`src/rtl/mri_pkg.sv`:
```
package mri_pkg;

  typedef enum logic [2:0] {
    CMD_READ  = 3'd0,
    CMD_WRITE = 3'd1,
    CMD_LL    = 3'd2,
    CMD_SC    = 3'd3,
    CMD_SWAP  = 3'd4
  } memCmdE;

  typedef enum logic [1:0] {
    ST_IDLE,
    ST_ISSUE,
    ST_WAIT,
    ST_BLOCK
  } issueStateE;

  // strobes from control to datapath
  typedef struct packed {
    logic loadReq;
    logic setResv;
    logic clrResv;
    logic doneOk;
    logic doneFail;
  } ctrlStrobeT;

  // swap outranks locked on stores; locked picks LL on loads
  function automatic memCmdE translateCmd(input logic isWrite,
                                          input logic locked,
                                          input logic swap);
    memCmdE c;
    if (!isWrite)   c = locked ? CMD_LL : CMD_READ;
    else if (swap)  c = CMD_SWAP;
    else if (locked) c = CMD_SC;
    else            c = CMD_WRITE;
    return c;
  endfunction

endpackage

```
`src/rtl/mri_ctrl.sv`:
```
module mri_ctrl
  import mri_pkg::*;
(
  input  logic       clk,
  input  logic       rstN,
  input  logic       reqValid,
  output logic       reqReady,
  input  logic       reqSquash,
  input  logic       memReady,
  input  logic       memRetry,
  input  logic       rspValid,
  input  logic       isSc,
  input  logic       isLl,
  input  logic       scPass,
  output logic       memValid,
  output ctrlStrobeT strobe
);

  issueStateE state, nextState;
  logic squashedQ, nextSquashed;
  logic scFail;

  assign scFail = isSc && !scPass;

  always_comb begin
    nextState    = state;
    nextSquashed = squashedQ;
    strobe       = '0;
    reqReady     = (state == ST_IDLE);
    memValid     = 1'b0;
    case (state)
      ST_IDLE: begin
        if (reqValid) begin
          strobe.loadReq = 1'b1;
          nextState      = ST_ISSUE;
        end
      end
      ST_ISSUE: begin
        if (reqSquash) begin
          nextState = ST_IDLE;
        end else if (scFail) begin
          strobe.doneFail = 1'b1;
          strobe.clrResv  = 1'b1;
          nextState       = ST_IDLE;
        end else begin
          memValid = 1'b1;
          if (memReady) begin
            nextState      = ST_WAIT;
            nextSquashed   = 1'b0;
            strobe.clrResv = isSc;
          end else begin
            nextState = ST_BLOCK;
          end
        end
      end
      ST_BLOCK: begin
        if (reqSquash)     nextState = ST_IDLE;
        else if (memRetry) nextState = ST_ISSUE;
      end
      ST_WAIT: begin
        if (rspValid) begin
          if (!squashedQ && !reqSquash) begin
            strobe.doneOk  = 1'b1;
            strobe.setResv = isLl;
          end
          nextSquashed = 1'b0;
          nextState    = ST_IDLE;
        end else if (reqSquash) begin
          nextSquashed = 1'b1;
        end
      end
      default: nextState = ST_IDLE;
    endcase
  end

  always_ff @(posedge clk) begin
    if (!rstN) begin
      state     <= ST_IDLE;
      squashedQ <= 1'b0;
    end else begin
      state     <= nextState;
      squashedQ <= nextSquashed;
    end
  end

  // a refused command is withdrawn on the next cycle
  p_refusal_withdraws_r6: assert property (@(posedge clk) disable iff (!rstN)
    (memValid && !memReady) |=> (!memValid && !reqReady));

  // no re-issue while blocked without a retry pulse
  p_no_issue_without_retry_r6: assert property (@(posedge clk) disable iff (!rstN)
    (state == ST_BLOCK && !memRetry) |=> !memValid);

  // accepted request closes the input side
  p_single_outstanding_r7: assert property (@(posedge clk) disable iff (!rstN)
    (reqValid && reqReady) |=> !reqReady);

  // a squash while waiting suppresses the completion
  p_squash_drops_rsp_r8: assert property (@(posedge clk) disable iff (!rstN)
    (state == ST_WAIT && reqSquash) |-> !strobe.doneOk);

endmodule

```
`src/rtl/mri_dpath.sv`:
```
module mri_dpath
  import mri_pkg::*;
#(
  parameter int AW         = 16,
  parameter int DW         = 16,
  parameter int LINE_BYTES = 16
) (
  input  logic          clk,
  input  logic          rstN,
  input  ctrlStrobeT    strobe,
  input  logic          reqWrite,
  input  logic          reqLocked,
  input  logic          reqSwap,
  input  logic [AW-1:0] reqAddr,
  input  logic [DW-1:0] reqData,
  input  logic [DW-1:0] rspData,
  input  logic          resvClear,
  output logic          isSc,
  output logic          isLl,
  output logic          scPass,
  output logic [2:0]    memCmd,
  output logic [AW-1:0] memAddr,
  output logic [DW-1:0] memData,
  output logic          doneValid,
  output logic          doneSuccess,
  output logic [DW-1:0] doneData
);

  localparam int OFFW = $clog2(LINE_BYTES);
  localparam int LW   = AW - OFFW;

  memCmdE        cmdQ;
  logic [AW-1:0] addrQ;
  logic [DW-1:0] dataQ;
  logic          resvValidQ;
  logic [LW-1:0] resvLineQ;
  logic [LW-1:0] curLine;

  assign curLine = addrQ[AW-1:OFFW];
  assign isSc    = (cmdQ == CMD_SC);
  assign isLl    = (cmdQ == CMD_LL);
  assign scPass  = resvValidQ && (resvLineQ == curLine);
  assign memCmd  = cmdQ;
  assign memAddr = addrQ;
  assign memData = dataQ;

  // request capture
  always_ff @(posedge clk) begin
    if (!rstN) begin
      cmdQ  <= CMD_READ;
      addrQ <= '0;
      dataQ <= '0;
    end else if (strobe.loadReq) begin
      cmdQ  <= translateCmd(reqWrite, reqLocked, reqSwap);
      addrQ <= reqAddr;
      dataQ <= reqData;
    end
  end

  // link reservation: any clear beats a set in the same cycle
  always_ff @(posedge clk) begin
    if (!rstN) begin
      resvValidQ <= 1'b0;
      resvLineQ  <= '0;
    end else if (resvClear || strobe.clrResv) begin
      resvValidQ <= 1'b0;
    end else if (strobe.setResv) begin
      resvValidQ <= 1'b1;
      resvLineQ  <= curLine;
    end
  end

  // completion report
  always_ff @(posedge clk) begin
    if (!rstN) begin
      doneValid   <= 1'b0;
      doneSuccess <= 1'b0;
      doneData    <= '0;
    end else begin
      doneValid   <= strobe.doneOk | strobe.doneFail;
      doneSuccess <= strobe.doneOk;
      doneData    <= strobe.doneOk ? rspData : '0;
    end
  end

  // local failure reports zero data and no success
  p_sc_fail_report_r3: assert property (@(posedge clk) disable iff (!rstN)
    strobe.doneFail |=> (doneValid && !doneSuccess && doneData == '0));

  // store-conditional leaves no reservation
  p_sc_clears_resv_r4: assert property (@(posedge clk) disable iff (!rstN)
    strobe.clrResv |=> !resvValidQ);

  // load-linked completion records its line
  p_ll_records_line_r5: assert property (@(posedge clk) disable iff (!rstN)
    (strobe.setResv && !resvClear) |=> (resvValidQ && resvLineQ == $past(curLine)));

  // external clear always wins
  p_ext_clear_wins_r9: assert property (@(posedge clk) disable iff (!rstN)
    resvClear |=> !resvValidQ);

endmodule

```
`src/rtl/mem_req_issuer.sv`:
```
module mem_req_issuer
  import mri_pkg::*;
#(
  parameter int AW         = 16,
  parameter int DW         = 16,
  parameter int LINE_BYTES = 16
) (
  input  logic          clk,
  input  logic          rstN,
  input  logic          reqValid,
  output logic          reqReady,
  input  logic          reqWrite,
  input  logic          reqLocked,
  input  logic          reqSwap,
  input  logic [AW-1:0] reqAddr,
  input  logic [DW-1:0] reqData,
  input  logic          reqSquash,
  output logic          memValid,
  input  logic          memReady,
  output logic [2:0]    memCmd,
  output logic [AW-1:0] memAddr,
  output logic [DW-1:0] memData,
  input  logic          memRetry,
  input  logic          rspValid,
  input  logic [DW-1:0] rspData,
  input  logic          resvClear,
  output logic          doneValid,
  output logic          doneSuccess,
  output logic [DW-1:0] doneData
);

  ctrlStrobeT strobe;
  logic isSc, isLl, scPass;

  mri_ctrl u_ctrl (
    .clk      (clk),
    .rstN     (rstN),
    .reqValid (reqValid),
    .reqReady (reqReady),
    .reqSquash(reqSquash),
    .memReady (memReady),
    .memRetry (memRetry),
    .rspValid (rspValid),
    .isSc     (isSc),
    .isLl     (isLl),
    .scPass   (scPass),
    .memValid (memValid),
    .strobe   (strobe)
  );

  mri_dpath #(.AW(AW), .DW(DW), .LINE_BYTES(LINE_BYTES)) u_dpath (
    .clk        (clk),
    .rstN       (rstN),
    .strobe     (strobe),
    .reqWrite   (reqWrite),
    .reqLocked  (reqLocked),
    .reqSwap    (reqSwap),
    .reqAddr    (reqAddr),
    .reqData    (reqData),
    .rspData    (rspData),
    .resvClear  (resvClear),
    .isSc       (isSc),
    .isLl       (isLl),
    .scPass     (scPass),
    .memCmd     (memCmd),
    .memAddr    (memAddr),
    .memData    (memData),
    .doneValid  (doneValid),
    .doneSuccess(doneSuccess),
    .doneData   (doneData)
  );

  // load command follows the locked flag
  p_load_cmd_r1: assert property (@(posedge clk) disable iff (!rstN)
    (reqValid && reqReady && !reqWrite) |=>
      (memCmd == ($past(reqLocked) ? 3'd2 : 3'd0)));

  // store command: swap, then locked, then plain
  p_store_cmd_r2: assert property (@(posedge clk) disable iff (!rstN)
    (reqValid && reqReady && reqWrite) |=>
      (memCmd == ($past(reqSwap) ? 3'd4 : ($past(reqLocked) ? 3'd3 : 3'd1))));

  // a locally failed completion never follows an issue
  p_fail_without_issue_r3: assert property (@(posedge clk) disable iff (!rstN)
    (doneValid && !doneSuccess) |-> !$past(memValid));

endmodule

```
`config.mk`:
```
export PLATFORM = sky130hd
export DESIGN_NAME = mem_req_issuer
export DESIGN_NICKNAME = d
export VERILOG_FILES = /design/src/rtl/mri_pkg.sv /design/src/rtl/mri_ctrl.sv /design/src/rtl/mri_dpath.sv /design/src/rtl/mem_req_issuer.sv
export SDC_FILE = /design/constraint.sdc
export NUM_CORES = 1
export LEC_CHECK = 0
export CAP_MARGIN = 15
export CORE_MARGIN = 2
export CORE_UTILIZATION = 48
export CTS_BUF_LIST = sky130_fd_sc_hd__clkbuf_16
export CTS_CLUSTER_SIZE = 16
export DETAILED_ROUTE_END_ITERATION = 8
export DONT_BUFFER_PORTS = 1
export GPL_TIMING_DRIVEN = 1
export HOLD_SLACK_MARGIN = 0.03
export PLACE_DENSITY_LB_ADDON = 0.05
export SYNTH_ARGS = -nofsm -noshare
export SYNTH_HDL_FRONTEND = slang
export SYNTH_SLANG_ARGS = --single-unit
```
`constraint.sdc`:
```
create_clock -name clk -period 3.3 [get_ports clk]
set_input_delay 0.33 -clock clk [delete_from_list [all_inputs] [get_ports clk]]
set_output_delay 0.33 -clock clk [all_outputs]
set_load 0.02 [all_outputs]
```
Yosys cells after proc, flatten, opt, wreduce, memory -nomap -nowiden:

Cells that the tools add are included.
W data, S select, Z words.

* $add $sub $neg: 0
* multiply operators: 0
* divide/modulo/power cells: 0
* magnitude comparators: 0
* equality and inequality tests: 13
* shift operators: 0
* mux-type cells: 36
* bitwise operators: 3
* reductions and logical operators: 14

Operators by type and width (count)
* $mux W1: 24
* $mux W2: 8
* $eq A12 B12 Y1: 1
* $ne A2 B2 Y1 const B: 5
* $pmux W2 S4: 1
* $eq A3 B2 Y1 const B: 2
* $mux W3: 2
* $ne A3 B3 Y1 const B: 2
* $reduce_and A5 Y1: 1
* $eq A2 B2 Y1 const B: 2
* $reduce_and A2 Y1: 2
* $logic_and A1 B1 Y1: 3
* $logic_not A1 Y1: 3
* $reduce_and A3 Y1: 1
* $eq A2 B1 Y1 const B: 1
* $logic_not A2 Y1: 1
* $not A1 Y1: 2
* $pmux W1 S2: 1
* $reduce_bool A2 Y1: 1
* $reduce_or A2 Y1: 1
* $logic_or A1 B1 Y1: 1
* $or A1 B1 Y1: 1

* register bits after elaboration: 69
* latch bits: 0
* RAM bits: 0
* bits in read-only memories: 0
* input port bits: 59
* output and inout bits: 55
* logic and storage cells: 76
* memories: 0

Longest topological paths before layout:

* depth after elaboration: 10
* mapped depth: 7
* gate-level depth less buffers: 4

Cells and area by module:

From an unflattened synthesis, not the netlist that was laid out.

* cell total of the unflattened synthesis: 252
* area, all modules: 2723.9 um2

By module, submodules not included
* mri_dpath: times used 1, cells each 218, area each 2463.6 um2, sequential area each 1321.3 um2
* mri_ctrl: times used 1, cells each 34, area each 260.2 um2, sequential area each 60.1 um2

Least setup slack after synthesis:

No wires, ideal clock.

* path kind: register -> output
* from: register u_dpath.addrQ[4], in the netlist u_dpath.memAddr[4]
* to: output port memValid
* data arrival time: 1640 ps
* data required time: 2970 ps
* path slack: 1330 ps
* cell stages (with the launch flop): 5
* path buffers: 0
* path through: dfxtp_1 -> xnor2_1 -> nand4_1 -> or4_4 -> a21oi_1

* word-level cells in the longest chain between the ends: 7

RTL lines
* from (decl): RTL line mri_dpath.sv:33 `logic [AW-1:0] addrQ;`
* from (signal assigned): RTL line mri_dpath.sv:55 `addrQ <= reqAddr;`
* $eq A12 B12 Y1: RTL line mri_dpath.sv:42 `assign scPass = resvValidQ && (resvLineQ == curLine);`
* $logic_and A1 B1 Y1: RTL line mri_dpath.sv:42
* $logic_not A1 Y1: RTL line mri_ctrl.sv:23 `assign scFail = isSc && !scPass;`
* $logic_and A1 B1 Y1: RTL line mri_ctrl.sv:23
* $mux W1: RTL line mri_ctrl.sv:41 `end else if (scFail) begin`
* $mux W1: RTL line mri_ctrl.sv:39 `if (reqSquash) begin`
* $mux W1: RTL line mri_ctrl.sv:31 `case (state)`
* to (decl): RTL line mem_req_issuer.sv:18 `output logic memValid,`

Every way passes these cells.

Worst setup path after layout:

* from: register u_dpath.addrQ[8], in the netlist u_dpath.memAddr[8]
* to: output port memValid

The elaborated chain is that of the path after synthesis.

==> run metrics <==
arrival time at the worst endpoint around 2.1 ns; chip width between 70 and 80 microns; TritonCTS clock tree built; Final Cycle Share between 70% and 80%; Crit path max-delay family simple AND/OR/NAND/NOR gates; Primary FF master, synth dfxtp_1; GRT overflow 0; TNS Setup 0 ns; Setup crit start kind flop; Hold/Removal Path Class in -> reg; core area about 5200 sq um; critical path cell sequence xnor2_1 > nand4_1 > or4_4 > a21oi_1; P&R area growth vs syn 11.3%; Hold Vio Cnt, Final 0; Hold Buf Count CTS 0; library cells used by synthesis 37; Final Setup Violations 0; Post-synth ARST share 0%; die height around 77 microns; first-pass GRT wire length 8330 microns; layout cells sized above 1 just under 8%; post-synthesis sequential area ratio a little over half; area occupied by multi-input gates 1120 sq um; die area 6000 sq um; Post-CTS Resized 0; residual DRC count 0; synthesized area about 2600 sq um; Initial Utilization roughly half; CP required 2.97 ns; clk sink count 69; via/cell ratio 5.19; Synth Register Bits a little under 70; min Tclk post-route 2.44 ns; DP HPWL roughly 3500 microns; H-tree levels 3; initial antenna violation count 0; critical path class reg -> out; drt first pass iters 4; status finished clean; leakage 1.05 nW; Max Fclk about 400 MHz; Peak supply drop around 0.33 mV; GRT Util Overall between 10% and 20%; syn_nets roughly 350; CP Capture Type output pin; DR WL/cell roughly 14 microns; clk slew on worst S/H paths ~0.050 ns; delay of the slowest critical-path stage 0.54 ns; Final Skew between 0.006 and 0.007 ns; largest net degree at the start of global routing 29; Slew HR 50.7%; Synth Area per Inst ~9 sq um; row count 26; gp weighted congestion approximately 0.74; number of global-route vias before repair ~1800; Cell Pwr Density 639 nW/um^2; IO buf count 0; # fillers between 400 and 500; yosys warns 0; Reg area approximately 1400 sq um; CTS buffer count 9; Syn Inst Count between 200 and 300; Root Driver clkbuf_16; Worst Tran Pin Value between 0.7 and 0.8 ns; ant diodes 0; nets approximately 340; Antenna Violating Nets Remaining 0; number of synthesized flops with an enable pin 0; DR vias between 1500 and 2000; Worst Path Max Fanout 4; total I/O pin count between 100 and 150; slowest stage cell on the critical path or4_4; Routed Wire Length between 5000 and 6000 microns; CTS Buffer Depth 2; DRT iter0 DRCs 94; postcts setup bufs 0; Skew-Pair Late Insertion Delay ~0.32 ns; Buf/Inv on CP 0; fin. max-slew vios 0; RSZ-0062 raised after global routing false; final hold slack roughly 0.13 ns; maxcap violations 0
## routing by layer
layer,part of all wire [%],GRT usage [%],vias up
met3,11,9.07,11
met5,0,0,-
li1,-,-,944
met1,42,19.5,826
met4,2.5,10.0,0
met2,44,27.9,84
## flip-flops by register name, indices dropped and copies added, names as in the netlist
signal / flops
u_dpath.memCmd: 3
u_dpath.resvLineQ: 12
u_dpath.doneValid: 1
u_dpath.memData: 16
u_ctrl.state: 2
u_ctrl.squashedQ: 1
u_dpath.resvValidQ: 1
u_dpath.memAddr: 16
u_dpath.doneData: 16
u_dpath.doneSuccess: 1
## area by class of cell
cell class / count / area share (%)
Multi-Input combinational cell: 200 / 39.0
Timing Repair Buffer: 4 / 1.04
Tap cell: 70 / 3.04
Clock inverter: 6 / 1.08
Sequential cell: 69 / 47.9
Inverter: 1 / 0.130
Clock buffer: 9 / 7.81
## per-stage QoR
| step | util, % | instance area, sq um | power (mW) | std cells | setup slack [ns] |
|---|---|---|---|---|---|
| 3_3_place_gp | 50.8 | 2630 | 1.05 | 344 | 1.20 |
| 5_1_grt | 55.8 | 2880 | 1.92 | 359 | 0.734 |
| 3_5_place_dp | 50.8 | 2630 | 1.05 | 344 | 1.17 |
| 4_1_cts | 55.8 | 2880 | 1.87 | 359 | 0.834 |
| 2_1_floorplan | - | 2590 | 1.02 | 287 | 1.33 |
| 6_report | 55.8 | 2880 | 1.84 | 359 | 0.859 |
## power breakdown
group,switching (mW),leakage [nW],internal (mW)
clock network,0.322,0.120,0.493
registers,0.0621,0.561,0.863
logic,0.0631,0.366,0.0384
total,0.447,1.05,1.40
## cell families (layout without fill, tap and decap cells)
logic type	count (synthesis)	count (layout)	share of synthesized area (%)
and+or+nand+nor	128	128	24.4
DFF	69	69	53.3
AOI/OAI and AO/OA	48	48	10.3
buffers and inverters	18	20	3.28
xor gates and xnor gates	12	12	4.06
muxes	12	12	4.64
## worst paths after layout
check | cells past startpoint | from | end | slack [ns]
max | 4 | u_dpath.memAddr[8]$_SDFFE_PN0P_ | memValid | 0.86
max reg2reg | 5 | u_ctrl.state[1]$_SDFFE_PN0P_ | u_dpath.memCmd[1]$_SDFFE_PN0P_ | 1.38
min reg2reg | 2 | u_dpath.resvValidQ$_SDFFE_PP0P_ | u_dpath.resvValidQ$_SDFFE_PP0P_ | 0.51
min | 1 | rspData[11] | u_dpath.doneData[11]$_SDFF_PN0_ | 0.13
## layout by cell type, fill, tap and decap left out, types with 2 or more instances in the layout
| cell type | n |
|---|---|
| a21oi_1 | 37 |
| and2_1 | 17 |
| buf_4 | 4 |
| clkbuf_16 | 9 |
| clkinv_1 | 3 |
| clkinvlp_4 | 2 |
| dfxtp_1 | 69 |
| mux2i_1 | 12 |
| nand2_1 | 72 |
| nand3_1 | 3 |
| nand3b_1 | 3 |
| nand4_1 | 2 |
| nor2_1 | 17 |
| nor3b_1 | 2 |
| o31ai_1 | 2 |
| or3b_1 | 2 |
| xnor2_1 | 12 |
## worst register-to-register path, delay by kind of cell (launching register included)
kind | cells | cell delay [ns]
buffers and inverters | 1 | 0.36
AO/OA/AOI/OAI | 1 | 0.14
AND/OR/NAND/NOR | 3 | 0.96
flip-flops | 1 | 0.39
## synthesized netlist by cell type (2+ instances only)
cell type   n  area share, %
a21oi_1    37            7.1
and2_1     17            4.1
buf_2       8            1.5
clkbuf_1    7            1.0
dfxtp_1    69             53
mux2i_1    12            4.6
nand2_1    72             10
nand3_1     3           0.58
nand3b_1    3           0.87
nand4_1     2           0.48
nor2_1     17            2.5
nor3b_1     2           0.58
o31ai_1     2           0.58
or3b_1      2           0.68
xnor2_1    12            4.1
Power figures use the tool's default switching activity.
